File: src/rtl/pca_pkg.sv
package pca_pkg;
   typedef enum logic [1:0] {
      K_PROG = 2'd0,
      K_CFG  = 2'd1,
      K_ID   = 2'd2,
      K_NONE = 2'd3
   } word_kind_t;

   typedef enum logic [1:0] {
      PH_PROG = 2'd0,
      PH_ID   = 2'd1,
      PH_DONE = 2'd2
   } phase_t;
endpackage

File: src/rtl/pca_word_mask.sv
module pca_word_mask
   import pca_pkg::*;
#(
   parameter int WORD_W   = 16,
   parameter int DATA_W   = 14,
   parameter int SUM_W    = 16,
   parameter int ID_COUNT = 4,
   parameter int ID_NIB   = 4,
   localparam int IDX_W   = (ID_COUNT > 1) ? $clog2(ID_COUNT) : 1
) (
   input  logic [WORD_W-1:0] word,
   input  word_kind_t        kind,
   input  logic              prot,
   input  logic [IDX_W-1:0]  id_idx,
   output logic [SUM_W-1:0]  addend
);
   logic [SUM_W-1:0] data_ext;
   logic [SUM_W-1:0] lane [ID_COUNT];
   logic [SUM_W-1:0] id_term;

   generate
      if (DATA_W == SUM_W) begin : g_full
         assign data_ext = word[DATA_W-1:0];
      end else begin : g_pad
         assign data_ext = {{(SUM_W-DATA_W){1'b0}}, word[DATA_W-1:0]};
      end
   endgenerate

   for (genvar k = 0; k < ID_COUNT; k++) begin : g_lane
      assign lane[k] = (id_idx == IDX_W'(k))
                     ? (SUM_W'(word[ID_NIB-1:0]) << (k*ID_NIB)) : '0;
   end

   always_comb begin
      id_term = '0;
      for (int k = 0; k < ID_COUNT; k++) id_term = id_term | lane[k];
   end

   always_comb begin
      unique case (kind)
         K_PROG:  addend = prot ? '0 : data_ext;
         K_CFG:   addend = data_ext;
         K_ID:    addend = id_term;
         default: addend = '0;
      endcase
   end
endmodule

File: src/rtl/pca_seq.sv
module pca_seq
   import pca_pkg::*;
#(
   parameter int PROG_DEPTH = 1024,
   parameter int ID_COUNT   = 4,
   localparam int CNT_W     = $clog2(PROG_DEPTH + 1),
   localparam int IDX_W     = (ID_COUNT > 1) ? $clog2(ID_COUNT) : 1
) (
   input  logic             clk,
   input  logic             rst_n,
   input  logic             clr,
   input  logic             protect,
   input  logic             wvalid,
   input  word_kind_t       kind,
   output logic             take,
   output logic             prot_q,
   output logic [IDX_W-1:0] id_idx,
   output logic             done
);
   localparam logic [CNT_W-1:0] DEPTH_C = CNT_W'(PROG_DEPTH);
   localparam logic [IDX_W-1:0] LAST_ID = IDX_W'(ID_COUNT - 1);

   phase_t           phase;
   logic [CNT_W-1:0] prog_cnt;
   logic             take_prog, take_cfg, take_id;

   assign take_prog = (phase == PH_PROG) && (kind == K_PROG) && (prog_cnt < DEPTH_C);
   assign take_cfg  = (phase == PH_PROG) && (kind == K_CFG);
   assign take_id   = (phase == PH_ID)   && (kind == K_ID);
   assign take      = wvalid && !clr && (take_prog || take_cfg || take_id);
   assign done      = (phase == PH_DONE);

   always_ff @(posedge clk or negedge rst_n) begin
      if (!rst_n) begin
         phase    <= PH_PROG;
         prog_cnt <= '0;
         id_idx   <= '0;
         prot_q   <= 1'b0;
      end else if (clr) begin
         phase    <= PH_PROG;
         prog_cnt <= '0;
         id_idx   <= '0;
         prot_q   <= protect;
      end else if (take) begin
         if (take_prog) prog_cnt <= prog_cnt + 1'b1;
         if (take_cfg)  phase    <= prot_q ? PH_ID : PH_DONE;
         if (take_id) begin
            if (id_idx == LAST_ID) phase <= PH_DONE;
            else                   id_idx <= id_idx + 1'b1;
         end
      end
   end


   prog_cap_chk: assert property (@(posedge clk) disable iff (!rst_n)
      prog_cnt <= DEPTH_C);


   cfg_done_chk: assert property (@(posedge clk) disable iff (!rst_n)
      (!prot_q && $rose(done)) |-> $past(wvalid && kind == K_CFG));


   id_done_chk: assert property (@(posedge clk) disable iff (!rst_n)
      (prot_q && $rose(done)) |-> $past(wvalid && kind == K_ID && id_idx == LAST_ID));
endmodule

File: src/rtl/pca_accum.sv
module pca_accum #(
   parameter int SUM_W = 16
) (
   input  logic             clk,
   input  logic             rst_n,
   input  logic             clr,
   input  logic             en,
   input  logic [SUM_W-1:0] addend,
   output logic [SUM_W-1:0] acc
);
   always_ff @(posedge clk or negedge rst_n) begin
      if (!rst_n)   acc <= '0;
      else if (clr) acc <= '0;
      else if (en)  acc <= acc + addend;
   end


   wrap_add_chk: assert property (@(posedge clk) disable iff (!rst_n)
      (en && !clr) |=> acc == SUM_W'($past(acc) + $past(addend)));
endmodule

File: src/rtl/prog_cksum_acc.sv
module prog_cksum_acc
   import pca_pkg::*;
#(
   parameter int WORD_W     = 16,
   parameter int DATA_W     = 14,
   parameter int SUM_W      = 16,
   parameter int PROG_DEPTH = 1024,
   parameter int ID_COUNT   = 4,
   parameter int ID_NIB     = 4
) (
   input  logic              clk,
   input  logic              rst_n,
   input  logic              clr,
   input  logic              protect,
   input  logic              wvalid,
   input  logic [1:0]        wkind,
   input  logic [WORD_W-1:0] wdata,
   output logic [SUM_W-1:0]  sum,
   output logic              sum_valid
);
   localparam int IDX_W = (ID_COUNT > 1) ? $clog2(ID_COUNT) : 1;

   generate
      if (DATA_W > WORD_W)            begin : g_e1 $error("DATA_W exceeds WORD_W"); end
      if (DATA_W > SUM_W)             begin : g_e2 $error("DATA_W exceeds SUM_W"); end
      if (ID_NIB > WORD_W)            begin : g_e3 $error("ID_NIB exceeds WORD_W"); end
      if (ID_COUNT * ID_NIB > SUM_W)  begin : g_e4 $error("ID lanes exceed SUM_W"); end
      if (PROG_DEPTH < 1)             begin : g_e5 $error("PROG_DEPTH must be positive"); end
   endgenerate

   word_kind_t       kind;
   logic             take, prot_q, done;
   logic [IDX_W-1:0] id_idx;
   logic [SUM_W-1:0] addend;

   assign kind = word_kind_t'(wkind);

   pca_seq #(.PROG_DEPTH(PROG_DEPTH), .ID_COUNT(ID_COUNT)) u_seq (
      .clk(clk), .rst_n(rst_n), .clr(clr), .protect(protect),
      .wvalid(wvalid), .kind(kind), .take(take), .prot_q(prot_q),
      .id_idx(id_idx), .done(done)
   );

   pca_word_mask #(.WORD_W(WORD_W), .DATA_W(DATA_W), .SUM_W(SUM_W),
                   .ID_COUNT(ID_COUNT), .ID_NIB(ID_NIB)) u_mask (
      .word(wdata), .kind(kind), .prot(prot_q), .id_idx(id_idx), .addend(addend)
   );

   pca_accum #(.SUM_W(SUM_W)) u_acc (
      .clk(clk), .rst_n(rst_n), .clr(clr), .en(take), .addend(addend), .acc(sum)
   );

   assign sum_valid = done;


   clear_zero_chk: assert property (@(posedge clk) disable iff (!rst_n)
      clr |=> (sum == '0 && !sum_valid));


   frozen_chk: assert property (@(posedge clk) disable iff (!rst_n)
      (sum_valid && !clr) |=> $stable(sum));


   prot_zero_chk: assert property (@(posedge clk) disable iff (!rst_n)
      (wvalid && !clr && prot_q && kind == K_PROG) |=> $stable(sum));
endmodule

File: config.mk
export PLATFORM = sky130hd
export DESIGN_NAME = prog_cksum_acc
export DESIGN_NICKNAME = d
export VERILOG_FILES = /design/src/rtl/pca_pkg.sv /design/src/rtl/pca_word_mask.sv /design/src/rtl/pca_seq.sv /design/src/rtl/pca_accum.sv /design/src/rtl/prog_cksum_acc.sv
export SDC_FILE = /design/constraint.sdc
export NUM_CORES = 1
export LEC_CHECK = 0
export BUFFER_PORTS_ARGS = -buffer_cell sky130_fd_sc_hd__buf_4
export CELL_PAD_IN_SITES_DETAIL_PLACEMENT = 1
export CELL_PAD_IN_SITES_GLOBAL_PLACEMENT = 1
export CORE_ASPECT_RATIO = 0.75
export CORE_MARGIN = 8
export CORE_UTILIZATION = 28
export CTS_BUF_LIST = sky130_fd_sc_hd__clkbuf_4 sky130_fd_sc_hd__clkbuf_8 sky130_fd_sc_hd__clkbuf_16
export DETAILED_ROUTE_END_ITERATION = 10
export PLACE_DENSITY_LB_ADDON = 0.1
export SLEW_MARGIN = 10
export SYNTH_ARGS = -nofsm -noshare
export SYNTH_HDL_FRONTEND = slang
export SYNTH_SLANG_ARGS = --single-unit
File: constraint.sdc
create_clock -name clk -period 3.85 [get_ports clk]
set_clock_uncertainty 0.05 [all_clocks]
set_input_delay 0.1925 -clock clk [delete_from_list [all_inputs] [get_ports clk]]
set_output_delay 0.1925 -clock clk [all_outputs]
set_load 0.1 [all_outputs]
---- After elaboration in Yosys (flattened, before gate mapping) ----
Index checks and enable logic that the tools add are counted.
W data, S select, Z words.
word-level totals
  output and inout port bits .............. 17
  input port bits ......................... 23
  bits in registers ....................... 32
  bits in writable memories ............... 0
  bits in latches ......................... 0
  word-level logic and storage cells ...... 58
  ROM bits ................................ 0
  memories kept ........................... 0
operators by class
  shift operators ......................... 0
  bitwise logic cells ..................... 3
  div/mod/pow operators ................... 0
  add/subtract/negate cells ............... 3
  magnitude comparators ................... 1
  reduce and logical (&&, ||, !) cells .... 17
  mux-type cells .......................... 21
  multiply operators ...................... 0
  equality and inequality tests ........... 8
operator list
  cell                     number
  $mux W16                 3
  $or A16 B16 Y16          3
  $pmux W16 S3             1
  $mux W11                 3
  $mux W2                  10
  $add A16 B16 Y16         1
  $mux W14                 1
  $mux W12                 1
  $add A11 B1 Y11 const B  1
  $lt A11 B11 Y1 const B   1
  $eq A2 B2 Y1 const B     4
  $mux W8                  1
  $eq A2 B1 Y1 const B     3
  $logic_and A1 B1 Y1      6
  $logic_not A2 Y1         3
  $reduce_bool A2 Y1       3
  $mux W4                  1
  $reduce_and A3 Y1        1
  $add A2 B1 Y2 const B    1
  $logic_or A1 B1 Y1       2
  $ne A2 B2 Y1 const B     1
  $reduce_and A2 Y1        1
  $logic_not A1 Y1         1

---- Depth between registers and ports, before layout ----
Gate-level depths: netlist (run 1).
  depth after elaboration ................. 9
  gate-level depth with buffers ........... 12
  depth with buffers taken out ............ 12

---- Modules after synthesis ----
A second synthesis (run 1) with hierarchy kept.
second synthesis, totals
  cells, all modules ...................... 284
  area, all modules ....................... 2,597.5 um2
modules (own cells, without submodules)
  module         instances  sequential area each (um2)  cells each  area each (um2)
  pca_accum      1          400.4                       154         1,463.9
  pca_seq        1          400.4                       92          895.9
  pca_word_mask  1          0.0                         38          237.7

---- Worst setup path before layout (run 1) ----
OpenSTA, ideal clock, no wires.
  path kind ............................... register -> register
  start ................................... register u_seq.prot_q
  end ..................................... register u_acc.acc[14]
  arrival ................................. 2.825 ns
  setup slack ............................. 0.906 ns
  buffers on the path ..................... 0
  required time ........................... 3.731 ns
  period minus slack after synthesis ...... 2.944 ns
  stages on the path, launching flop included .. 13
  library setup time ...................... 0.069 ns
  path through ............................ dfrtp_1 > nand2b_1 > and2_1 > a21o_1 > and2_1 > ha_1 > fa_1 > a21o_1 > a221oi_2 > o21ai_2 > a311oi_2 > mux2_2 > nand2_1
on the way
  word-level cells in the longest chain between the ends .. 5
RTL lines
  item                    RTL line             source
  start, declared         pca_seq.sv:16        output logic prot_q,
  start signal, assigned  pca_seq.sv:43        prot_q <= protect;
  $mux W14                pca_word_mask.sv:41  K_PROG: addend = prot ? '0 : data_ext;
  $pmux W16 S3            pca_word_mask.sv:40  unique case (kind)
  $add A16 B16 Y16        pca_accum.sv:14      else if (en) acc <= acc + addend;
  $mux W16                pca_accum.sv:14
  $mux W16                pca_accum.sv:13      else if (clr) acc <= '0;
  end signal, assigned    pca_accum.sv:14
  end, declared           pca_accum.sv:9       output logic [SUM_W-1:0] acc
Every way passes these cells. The select of a mux whose other input is x is not followed.
A chain may end at the register's enable or synchronous reset.

---- Worst setup path after layout (run 1) ----
Ends and elaborated chain as after synthesis.

==> summary.md, run 1 <==
| Metric | Value |
|---|---|
| Status | finished clean |
| Share of the cycle needed by the critical path after routing | 0.8937 |
| Post-DP HPWL | approximately 5.5 mm |
| Top cell type's share of synthesized area | 0.3306 |
| Synth cell types | between 50 and 60 |
| Worst-skew pair later-pin latency | between 0.2 and 0.3 ns |
| WL/cell | approximately 17 um |
| Width of the die | 123.4 um |
| Total CTS buffers | 5 |
| Critical Path AT | around 3.6 ns |
| Die Span Y | a little under 100 um |
| Post-Syn Nets | 315 |
| Root Driver | clkbuf_16 |
| Cell Rows | 29 |
| Crit-path cells | nand2b_1, and2_1, a21o_1, and2_1, ha_1, fa_1, a21o_1, a221oi_2, o21ai_2, a311oi_2, mux2_2, nand2_1 |
| Post-synth EDFFs | 0 |
| RSZ-0062 raised after global routing | no |
| Worst-margin pin slew | approximately 0.65 ns |
| Ys flop type | dfrtp_1 |
| Fin. Hold Viols | 0 |
| Area Growth Syn to Fin | 21.95% |
| First-pass GRT wire length | roughly 12 mm |
| CTS Hold Bufs | 1 |
| Congestion Overflow GR | 0 |
| Max stage delay on crit path | ~0.41 ns |
| Leading area contributor after synthesis | dfrtp_1 |
| Setup crit end kind | flip-flop |
| Largest net degree at the start of global routing | 38 |
| CP Max Fanout | 7 |
| Clock Pin Slew Worst Setup and Hold Paths | around 0.05 ns |
| Routed Wire Length | slightly above 7 mm |
| Minimum clock period | between 3 and 4 ns |
| I/O pin count | 40 |
| Hold Path Origin | protect |
| FFs w/ async S/R, synth | 1.000 |
| Top post-synthesis cells by area | dfrtp_1, ha_1, nand2_1, a21oi_1, xnor2_1 |
| Worst path required time | around 4.0 ns |
| Peak VDD IR | 133.8 uV |
| Max-Cap Viols | 0 |
| CTS tree | built |
| Worst Hold Class | input port to flip-flop |
| Diodes inserted | 0 |
| Setup tns final | 0 ns |
| Cell Pwr Density | 337.1 nW/um^2 |
| Cts repair resizes | 0 |
| Tot GR Track Use | 0.1291 |
| Input/output buffers | 37 |
| First-pass DRT Iterations | 4 |
| Via density | 4.995 |
| Share of layout cells above drive strength 1 | 0.2092 |
| Initial Util | 0.2878 |
| # setup viols final | 0 |
| Core area | approximately 8400 sq um |
| Top Family by Delay on Critical Path | compound AO/OA/AOI/OAI gates |
| Hold Slack | 0.09919 ns |
| Reg2reg start | u_seq.prot_q |
| Global placer's final weighted congestion | 0.8032 |
| DRT iter0 DRCs | 50 |
| CP Launch Type | flip-flop |
| Antenna violations before repair | 0 |
| Nets | 350 |
| Max stage delay cell, worst path | fa_1 |
| Clk sinks | 32 |
| Warning count from the yosys run | 0 |
| Post-Syn Instances | approximately 270 |
| Final core area utilization | 0.3509 |
| Slew headroom | 0.5676 |
| Total die area | between 10000 and 15000 sq um |
| Leak | about 1.4 nW |
| Syn_area_per_cell | around 8.9 sq um |
| CP bufs+invs | 0 |
| Htree depth | 2 |
| FMAX | 290.6 MHz |
| Final Slew Violations | 0 |
| Number of global-route vias before repair | between 2000 and 2500 |
| Post-Syn Area | ~2400 sq um |
| Antenna-violating nets left | 0 |
| Crit Path Category | flip-flop to flip-flop |
| Worst Setup SP | u_seq.prot_q |
| Setup bufs post-CTS | 0 |
| DR vias | around 2100 |
| CTS Buffer Depth | 2 |
| Post-synthesis sequential area ratio | 0.3306 |
| Drc violations | 0 |
| Seq cells post-synth | 32 |
==> cell type report <==
cell class | count | area (sq um)
sequential | 32 | 800.8
tap | 108 | 135.1
multi-input combinational | 222 | 1544
clock buffer | 7 | 152.6
inverter | 5 | 18.77
fill | 1003 | 5464
timing repair buffer | 40 | 302.8
==> cells in the mapped netlist (all sizes together), types with 5 or more instances <==
master and count:
nand3 11, xnor2 11, nor2 24, nand2 40
xor2 9, a21o 7, inv 5, dfrtp 32
a21oi 20, o22ai 6, clkbuf 5, buf 7
and2 8, ha 20, nor2b 5
==> through the flow <==
| stage | setup WS (ns) | power [W] | instance area [sq um] | cells |
|---|---|---|---|---|
| floorplan | 0.9058 | 0.0005176 | 2422 | 271 |
| global placement | 0.4529 | 0.0005875 | 2791 | 406 |
| detailed placement | 0.3940 | 0.0005883 | 2791 | 406 |
| CTS | 0.3998 | 0.001013 | 2954 | 414 |
| global route | 0.2643 | 0.001047 | 2954 | 414 |
| finish | 0.4094 | 0.0009959 | 2954 | 414 |
==> metal layers <==
| layer | vias up | wire (um) | GRT usage |
|---|---|---|---|
| met5 | - | 0 | 0 |
| met4 | 0 | 97 | 0.04795 |
| met3 | 7 | 308 | 0.03426 |
| met2 | 24 | 2890 | 0.1810 |
| met1 | 995 | 3821 | 0.1844 |
| li1 | 1042 | - | - |
==> cells in the final DEF (no fill, tap or decap), types with 3 or more instances in the layout <==
cell	count
a21oi_1	20
a21o_1	7
nand2_1	39
buf_4	39
xnor2_1	11
a31oi_1	4
inv_1	5
nand2b_1	4
a32o_1	4
nor2b_1	4
nand3_1	11
and3_1	3
ha_1	20
dfrtp_1	32
o22ai_1	6
nand4_1	3
a211oi_1	3
xor2_1	9
clkbuf_16	5
nor2_1	24
nor3_1	3
and2_1	8
==> logic make-up (layout without fill, tap and decap cells) <==
logic type,after synthesis,count (layout),synth area share
buffers and inverters,17,52,0.03202
and+or+nand+nor,113,113,0.2330
adders and majority gates,21,21,0.1116
xor gates and xnor gates,20,20,0.07231
muxes,5,5,0.02376
AOI/OAI and AO/OA,63,63,0.1968
DFF,32,32,0.3306
==> registers in the layout (all words and copies together) (netlist names) <==
signal / count
u_acc.acc: 16
u_seq.prog_cnt: 11
u_seq.id_idx: 2
u_seq.phase: 2
u_seq.prot_q: 1
==> final timing paths <==
check / endpoint / slack (ns) / cells past startpoint
max in group asynchronous: u_seq.prog_cnt[1] / 3.07 / 2
min in group asynchronous: u_acc.acc[0] / 0.35 / 2
min reg2reg: u_seq.prog_cnt[8] / 0.49 / 2
min: u_seq.prot_q / 0.1 / 2
max: u_acc.acc[14] / 0.41 / 12
max reg2reg: u_acc.acc[14] / 0.41 / 12
==> report_power, final <==
part | switching, W | total (W) | internal, W
sequential | 0.0000115 | 0.000358 | 0.000347
combinational | 0.000152 | 0.000223 | 0.0000714
clock | 0.000144 | 0.000415 | 0.000271
total | 0.000307 | 0.000996 | 0.000689
Power figures use the tool's default switching activity.
==> run 2: changes to the inputs <==
--- a/config.mk
+++ b/config.mk
@@ -5,6 +5,7 @@
 export SDC_FILE = /design/constraint.sdc
 export NUM_CORES = 1
 export LEC_CHECK = 0
+export ABC_AREA = 1
 export BUFFER_PORTS_ARGS = -buffer_cell sky130_fd_sc_hd__buf_4
 export CELL_PAD_IN_SITES_DETAIL_PLACEMENT = 1
 export CELL_PAD_IN_SITES_GLOBAL_PLACEMENT = 1
@@ -14,6 +15,8 @@
 export CTS_BUF_LIST = sky130_fd_sc_hd__clkbuf_4 sky130_fd_sc_hd__clkbuf_8 sky130_fd_sc_hd__clkbuf_16
 export DETAILED_ROUTE_END_ITERATION = 10
 export PLACE_DENSITY_LB_ADDON = 0.1
+export RECOVER_POWER = 50
+export REMOVE_ABC_BUFFERS = 1
 export SLEW_MARGIN = 10
 export SYNTH_ARGS = -nofsm -noshare
 export SYNTH_HDL_FRONTEND = slang
==> run 2 against run 1 <==
- setup slack improved by 0.92 ns
- maximum frequency increased by 37%
- area after synthesis increased by 12%
- global-route usage increased by 1.9 points
- largest power group unchanged
- die area increased by 11%
- via count increased by 34%
- the flow now finishes with violations (max-capacitance violations, max-slew violations)
- critical endpoint is now u_acc.acc[8]
- count of clock-buffer cells in the layout unchanged
- final cell count increased by 43%
- wire length increased by 28%
==> summary.md, run 2 <==
| Metric | Value |
|---|---|
| Htree depth | 2 |
| RSZ-0062 raised after global routing | no |
| Routed Wire Length | between 9 and 10 mm |
| Part of the power in combinational logic | 0.209 |
| Reg2reg start | u_seq.prot_q |
| Failing checks | max-capacitance violations, max-slew violations |
| Input/output buffers | 37 |
| Post-synth EDFFs | 0 |
| DR vias | roughly 2800 |
| Internal | approximately 0.00075 W |
| Flop-to-flop setup slack | roughly 1.3 ns |
| Crit Path Category | flip-flop to flip-flop |
| Minimum clock period | 2.519 ns |
| Tot GR Track Use | 0.1482 |
| Width of the die | around 130 um |
| First-pass DRT Iterations | 4 |
| WL/cell | around 15 um |
| Slew headroom | -0.2994 |
| Commonest non-fill, non-tap cell in the layout | nand2_1 |
| Sequential Power Share | 0.333 |
| Status | finished, violations left |
| Switching Fraction | 0.3116 |
| Hold Slack | around 0.07 ns |
| Count leader, synth | nand2_1 |
| Number of global-route vias before repair | ~2800 |
| Syn_area_per_cell | 6.529 sq um |
| Most frequent cells in the layout | nand2_1, inv_1, nand3_1, dfrtp_1, buf_4 |
| Area Growth Syn to Fin | 20.86% |
| Crit-path cells | inv_1, o21ai_0, buf_4, nand2_1, inv_1, nor2_1, ha_1, fa_1, nand3_1, nand3_1, a21oi_1, xnor2_1, nand2_1, nand2_1 |
| # setup viols final | 0 |
| Via density | 4.688 |
| Share of layout cells above drive strength 1 | 0.1070 |
| Setup tns final | 0 ns |
| First-pass GRT wire length | between 15 and 20 mm |
| CP Max Fanout | 11 |
| Fin area | roughly 3300 sq um |
| Peak VDD IR | between 100 and 150 uV |
| Critical Path AT | roughly 2.7 ns |
| Leading area contributor after synthesis | dfrtp_1 |
| CP bufs+invs | 3 |
| DRT iter0 DRCs | around 120 |
| Share of the cycle needed by the critical path after routing | 0.6543 |
| Max stage delay on crit path | roughly 0.45 ns |
| Top Family by Delay on Critical Path | adder cells |
| Die Span Y | between 100 and 150 um |
| Clk sinks | 32 |
| Largest net degree at the start of global routing | 33 |
| Setup bufs post-CTS | 0 |
| Most flop-heavy register | u_acc.acc |
| Placement Cell Area | ~3100 sq um |
| Leak | between 1.5 and 2 nW |
| Top post-synthesis cells by area | dfrtp_1, nand2_1, inv_1, ha_1, nand3_1 |
| Root Driver | clkbuf_16 |
| Post-Syn Area | 2723 sq um |
| Most used cell, CP | nand2_1 |
| Worst-skew pair later-pin latency | a little under 0.3 ns |
| Global placer's final weighted congestion | between 0.8 and 0.9 |
| Largest register FFs | 16 |
| Top cell type's share of synthesized area | 0.2941 |
| Congestion Overflow GR | 0 |
| Reg2reg end | u_acc.acc[8] |
| CP Launch Type | flip-flop |
| Core area | around 9500 sq um |
| I/O pin count | 40 |
| Cts repair resizes | 0 |
| Worst-margin pin slew | 1.949 ns |
| Total die area | 13170 sq um |
| Worst Hold Class | input port to flip-flop |
| Ys flop type | dfrtp_1 |
| Psw | between 0.0003 and 0.0004 W |
| Diodes inserted | 0 |
| Warning count from the yosys run | 0 |
| CTS tree | built |
| Synth cell types | 32 |
| Max-Cap Viols | 1 |
| Hold Crit Endpoint | u_seq.prot_q |
| Fin. Hold Viols | 0 |
| Nets | 501 |
| FFs w/ async S/R, synth | 1.000 |
| Clock Pin Slew Worst Setup and Hold Paths | about 0.060 ns |
| Post-synthesis sequential area ratio | 0.2941 |
| Final Slew Violations | 33 |
| Worst hold stages | 3 |
| Post-DP HPWL | around 7.3 mm |
| Tot Pwr | ~0.0011 W |
| Seq cells post-synth | 32 |
| Post-synth top cells | nand2_1, inv_1, dfrtp_1, nand3_1, nor2_1 |
| Hold Path Origin | protect |
| Clk pwr share | 0.458 |
| Antenna-violating nets left | 0 |
| CTS Buffer Depth | 2 |
| Setup crit end kind | flip-flop |
| Cell Rows | 31 |
| Max stage delay cell, worst path | fa_1 |
| Antenna violations before repair | 0 |
| Drc violations | 0 |
| Post-Syn Instances | 417 |
| Cell Pwr Density | 332.7 nW/um^2 |
| R2R depth | 14 |
| FMAX | 397.0 MHz |
| Total CTS buffers | 5 |
| Worst path required time | about 4.0 ns |
| Initial Util | 0.2853 |
| Regs by FF count | u_acc.acc (16), u_seq.prog_cnt (11) |
[run 2: cell count changes after synthesis, moves of 7 or more]
cell,delta
nand2_1,+100
inv_1,+67
o21ai_0,+23
nand3_1,+21
a21oi_1,-9
and2_1,-8
a21o_1,-7
nor3_1,+7
xor2_1,-7
[run 2: power by group through the flow]
| stage | Sequential (W) | Combinational [W] | Clock, W |
|---|---|---|---|
| finish | 0.000365 | 0.000229 | 0.000502 |
| global route | 0.000367 | 0.000253 | 0.000530 |
| CTS | 0.000365 | 0.000236 | 0.000516 |
| detailed placement | 0.000370 | 0.000234 | 0 |
| global placement | 0.000370 | 0.000230 | 0 |
| floorplan | 0.000414 | 0.000106 | 0 |
[run 2: timing repair]
item	CTS	global route
endpoints found under the hold margin	32	0
setup endpoints to repair	0	0
hold buffers	1	0
[run 2: layout make-up]
| type | instances | area [sq um] |
|---|---|---|
| clock inverter | 1 | 30.03 |
| inverter | 75 | 284.0 |
| multi-input combinational | 304 | 1593 |
| tap | 132 | 165.2 |
| sequential | 32 | 800.8 |
| timing repair buffer | 39 | 265.3 |
| clock buffer | 7 | 152.6 |
| fill | 1261 | 6251 |
[run 2: worst max path at each step]
stage,depth (start not counted),slack (ns),startpoint,to
finish,14,1.33,u_seq.prot_q,u_acc.acc[8]
global placement,14,1.34,u_seq.prot_q,u_acc.acc[14]
floorplan,13,1.34,u_seq.prot_q,u_acc.acc[8]
detailed placement,14,1.32,u_seq.id_idx[0],u_acc.acc[14]
global route,14,1.07,u_seq.prot_q,u_acc.acc[14]
CTS,14,1.31,u_seq.prot_q,u_acc.acc[14]
[run 2: through the flow]
stage            util  std cells  setup WS (ns)
6_report       0.3449        590          1.331
5_1_grt        0.3449        590          1.074
4_1_cts        0.3480        590          1.308
3_5_place_dp   0.3278        581          1.321
3_3_place_gp   0.3278        581          1.345
2_1_floorplan       -        411          1.344
[run 2: routing by layer]
layer / GRT usage / vias up / share of wire
li1: - / 1407 / -
met1: 0.2215 / 1314 / 0.55
met2: 0.2096 / 38 / 0.40
met3: 0.03051 / 7 / 0.043
met4: 0.03470 / 0 / 0.0090
met5: 0 / - / 0
[run 2: logic make-up (layout without fill, tap and decap cells)]
kind of cell    Yosys count  after routing  synth area share
xor+xnor                  8              8           0.02574
buf+inv                  81            122            0.1209
fa+ha+maj                21             21           0.09926
flops                    32             32            0.2941
compound gates           48             48           0.09788
simple gates            227            227            0.3621
[run 2: tightest hold or removal path: cells and delay by family]
family          cells  cell delay [ns]
buf+inv             1             0.07
compound gates      1             0.05
simple gates        1             0.04
==> run 3: changes to the inputs <==
==> constraint.sdc (replaced) <==
create_clock -name clk -period 2.1 [get_ports clk]
set_clock_uncertainty 0.05 [all_clocks]
set_input_delay 0.105 -clock clk [delete_from_list [all_inputs] [get_ports clk]]
set_output_delay 0.105 -clock clk [all_outputs]
set_load 0.1 [all_outputs]
==> run 3 against run 2 <==
- the flow finishes with violations (negative setup slack)
- register-to-register slack lost 1.5 ns
- via count grew 12%
- sequential power grew 84%
- total power grew 100%
- utilization grew 11 points
- wire length grew 16%
- design area grew 32%
- critical path type unchanged
- largest cell class unchanged
==> summary.md, run 3 (synthesis gave the netlist of run 2 again) <==
| Metric | Value |
|---|---|
| Status | finished, violations left |
| Failing checks | negative setup slack |
| CP Launch Type | flip-flop |
| Diodes inserted | 0 |
| Total die area | 13170 sq um |
| Leak | 2.253 nW |
| Internal | ~0.0015 W |
| Switching Fraction | 0.3326 |
| DRT iter0 DRCs | between 100 and 150 |
| Peak VDD IR | just under 300 uV |
| Max stage delay on crit path | ~0.4 ns |
| Crit Path Category | flip-flop to flip-flop |
| Worst path required time | 2.23 ns |
| WL/cell | between 15 and 20 um |
| Part of the power in combinational logic | 0.299 |
| Most used cell, CP | nand2_2 |
| Cell Pwr Density | 502.7 nW/um^2 |
| Root Driver | clkbuf_16 |
| CTS tree | built |
| Max-Cap Viols | 0 |
| Width of the die | about 130 um |
| Setup tns final | -1.422 ns |
| Commonest non-fill, non-tap cell in the layout | nand2_1 |
| First-pass GRT wire length | approximately 17 mm |
| Setup crit end kind | flip-flop |
| Congestion Overflow GR | 0 |
| Minimum clock period | between 2 and 2.5 ns |
| Worst Hold Class | input port to flip-flop |
| Psw | roughly 0.00073 W |
| Share of layout cells above drive strength 1 | 0.3946 |
| Crit-path cells | inv_2, ha_4, nand2_2, nand2_2, inv_4, buf_6, nor3_4, ha_4, buf_8, nand2_2, nor2_1, nand2_1, nand3_4, nand2_2, nand3b_1, nand3_1, nand2_1 |
| Die Span Y | about 100 um |
| Tot GR Track Use | 0.1633 |
| Setup ws final | -0.1953 ns |
| Most flop-heavy register | u_acc.acc |
| Final Slew Violations | 0 |
| Number of global-route vias before repair | about 3200 |
| Global placer's final weighted congestion | between 0.7 and 0.8 |
| CP Max Fanout | 5 |
| Slew headroom | 0.3767 |
| Cell Rows | 31 |
| Total CTS buffers | 5 |
| Input/output buffers | 37 |
| Worst-skew pair later-pin latency | slightly below 0.3 ns |
| DR vias | between 3000 and 4000 |
| Nets | between 500 and 600 |
| Max stage delay cell, worst path | dfrtp_1 |
| Antenna violations before repair | 0 |
| Clock Pin Slew Worst Setup and Hold Paths | roughly 0.06 ns |
| Clk sinks | 32 |
| Fin area | between 4000 and 5000 sq um |
| Worst-margin pin slew | between 0.9 and 1 ns |
| Htree depth | 2 |
| Placement Cell Area | approximately 3500 sq um |
| Sequential Power Share | 0.306 |
| Largest register FFs | 16 |
| First-pass DRT Iterations | 4 |
| Post-DP HPWL | slightly below 8 mm |
| FMAX | between 400 and 500 MHz |
| Routed Wire Length | 10.62 mm |
| Clk pwr share | 0.395 |
| Largest net degree at the start of global routing | 33 |
| I/O pin count | 40 |
| Share of the cycle needed by the critical path after routing | 1.093 |
| CTS Buffer Depth | 2 |
| RSZ-0062 raised after global routing | yes |
| Antenna-violating nets left | 0 |
| Area Growth Syn to Fin | 60.11% |
| Initial Util | 0.2853 |
| # setup viols final | 14 |
| DP Worst Slack | -0.4334 ns |
| Drc violations | 0 |
| Regs by FF count | u_acc.acc (16), u_seq.prog_cnt (11) |
| Critical Path AT | roughly 2.4 ns |
| Fin. Hold Viols | 0 |
| Most frequent cells in the layout | nand2_1, buf_4, inv_1, dfrtp_1, nand2_2 |
| Hold Slack | between 0.01 and 0.015 ns |
| Core area | ~9500 sq um |
| Via density | around 4.7 |
## run 3: worst paths after layout
check	from	endpoint	slack [ns]	depth (start not counted)
setup / recovery	u_seq.id_idx[0]	u_acc.acc[9]	-0.20	17
hold / removal	protect	u_seq.prot_q	0.01	3
setup reg to reg	u_seq.id_idx[0]	u_acc.acc[9]	-0.20	17
hold reg to reg	u_acc.acc[6]	u_acc.acc[6]	0.49	2
max in group asynchronous	rst_n	u_seq.prog_cnt[4]	0.97	2
min in group asynchronous	rst_n	u_acc.acc[9]	0.45	2
## run 3: timing repair
| action | in CTS | in global routing |
|---|---|---|
| resized for setup | 74 | 57 |
| endpoints found under the setup margin | 14 | 14 |
| pin swaps | 22 | 24 |
| hold endpoints to repair | 32 | 0 |
| buffers inserted | 9 | 9 |
| hold buffers | 1 | 0 |
## run 3: through the flow
step | total power, W | instances | util
5_1_grt | 0.002289 | 654 | 0.4569
3_5_place_dp | 0.001185 | 628 | 0.3648
3_3_place_gp | 0.001175 | 628 | 0.3648
4_1_cts | 0.002124 | 646 | 0.4186
6_report | 0.002191 | 654 | 0.4569
2_1_floorplan | 0.0009535 | 411 | -
## run 3: area by class of cell
type,instances,area [sq um]
tap,132,165.2
clock inverter,3,42.54
inverter,75,286.5
multi-input combinational,304,2123
fill,1183,5182
clock buffer,5,125.1
timing repair buffer,103,815.8
sequential,32,800.8
## run 3: routing by layer
layer | track usage | share of wire | vias to the layer above
li1 | - | - | 1547
met1 | 0.2386 | 0.52 | 1502
met2 | 0.2435 | 0.45 | 35
met3 | 0.02998 | 0.032 | 6
met4 | 0.03203 | 0.0058 | 0
met5 | 0 | 0 | -
## run 3: power by group through the flow
stage	combinational, W	clock (W)	sequential (W)
after detailed placement	0.000506	0	0.000679
after floorplan	0.000195	0	0.000759
after global placement	0.000496	0	0.000679
final	0.000655	0.000866	0.000670
after global routing	0.000710	0.000905	0.000674
after CTS	0.000575	0.000880	0.000669
## run 3: critical path: cells and delay by family, from the launching register on
kind / cells / cell delay (ns)
fa+ha+maj: 2 / 0.37
buf+inv: 4 / 0.39
simple gates: 11 / 1.01
flops: 1 / 0.39
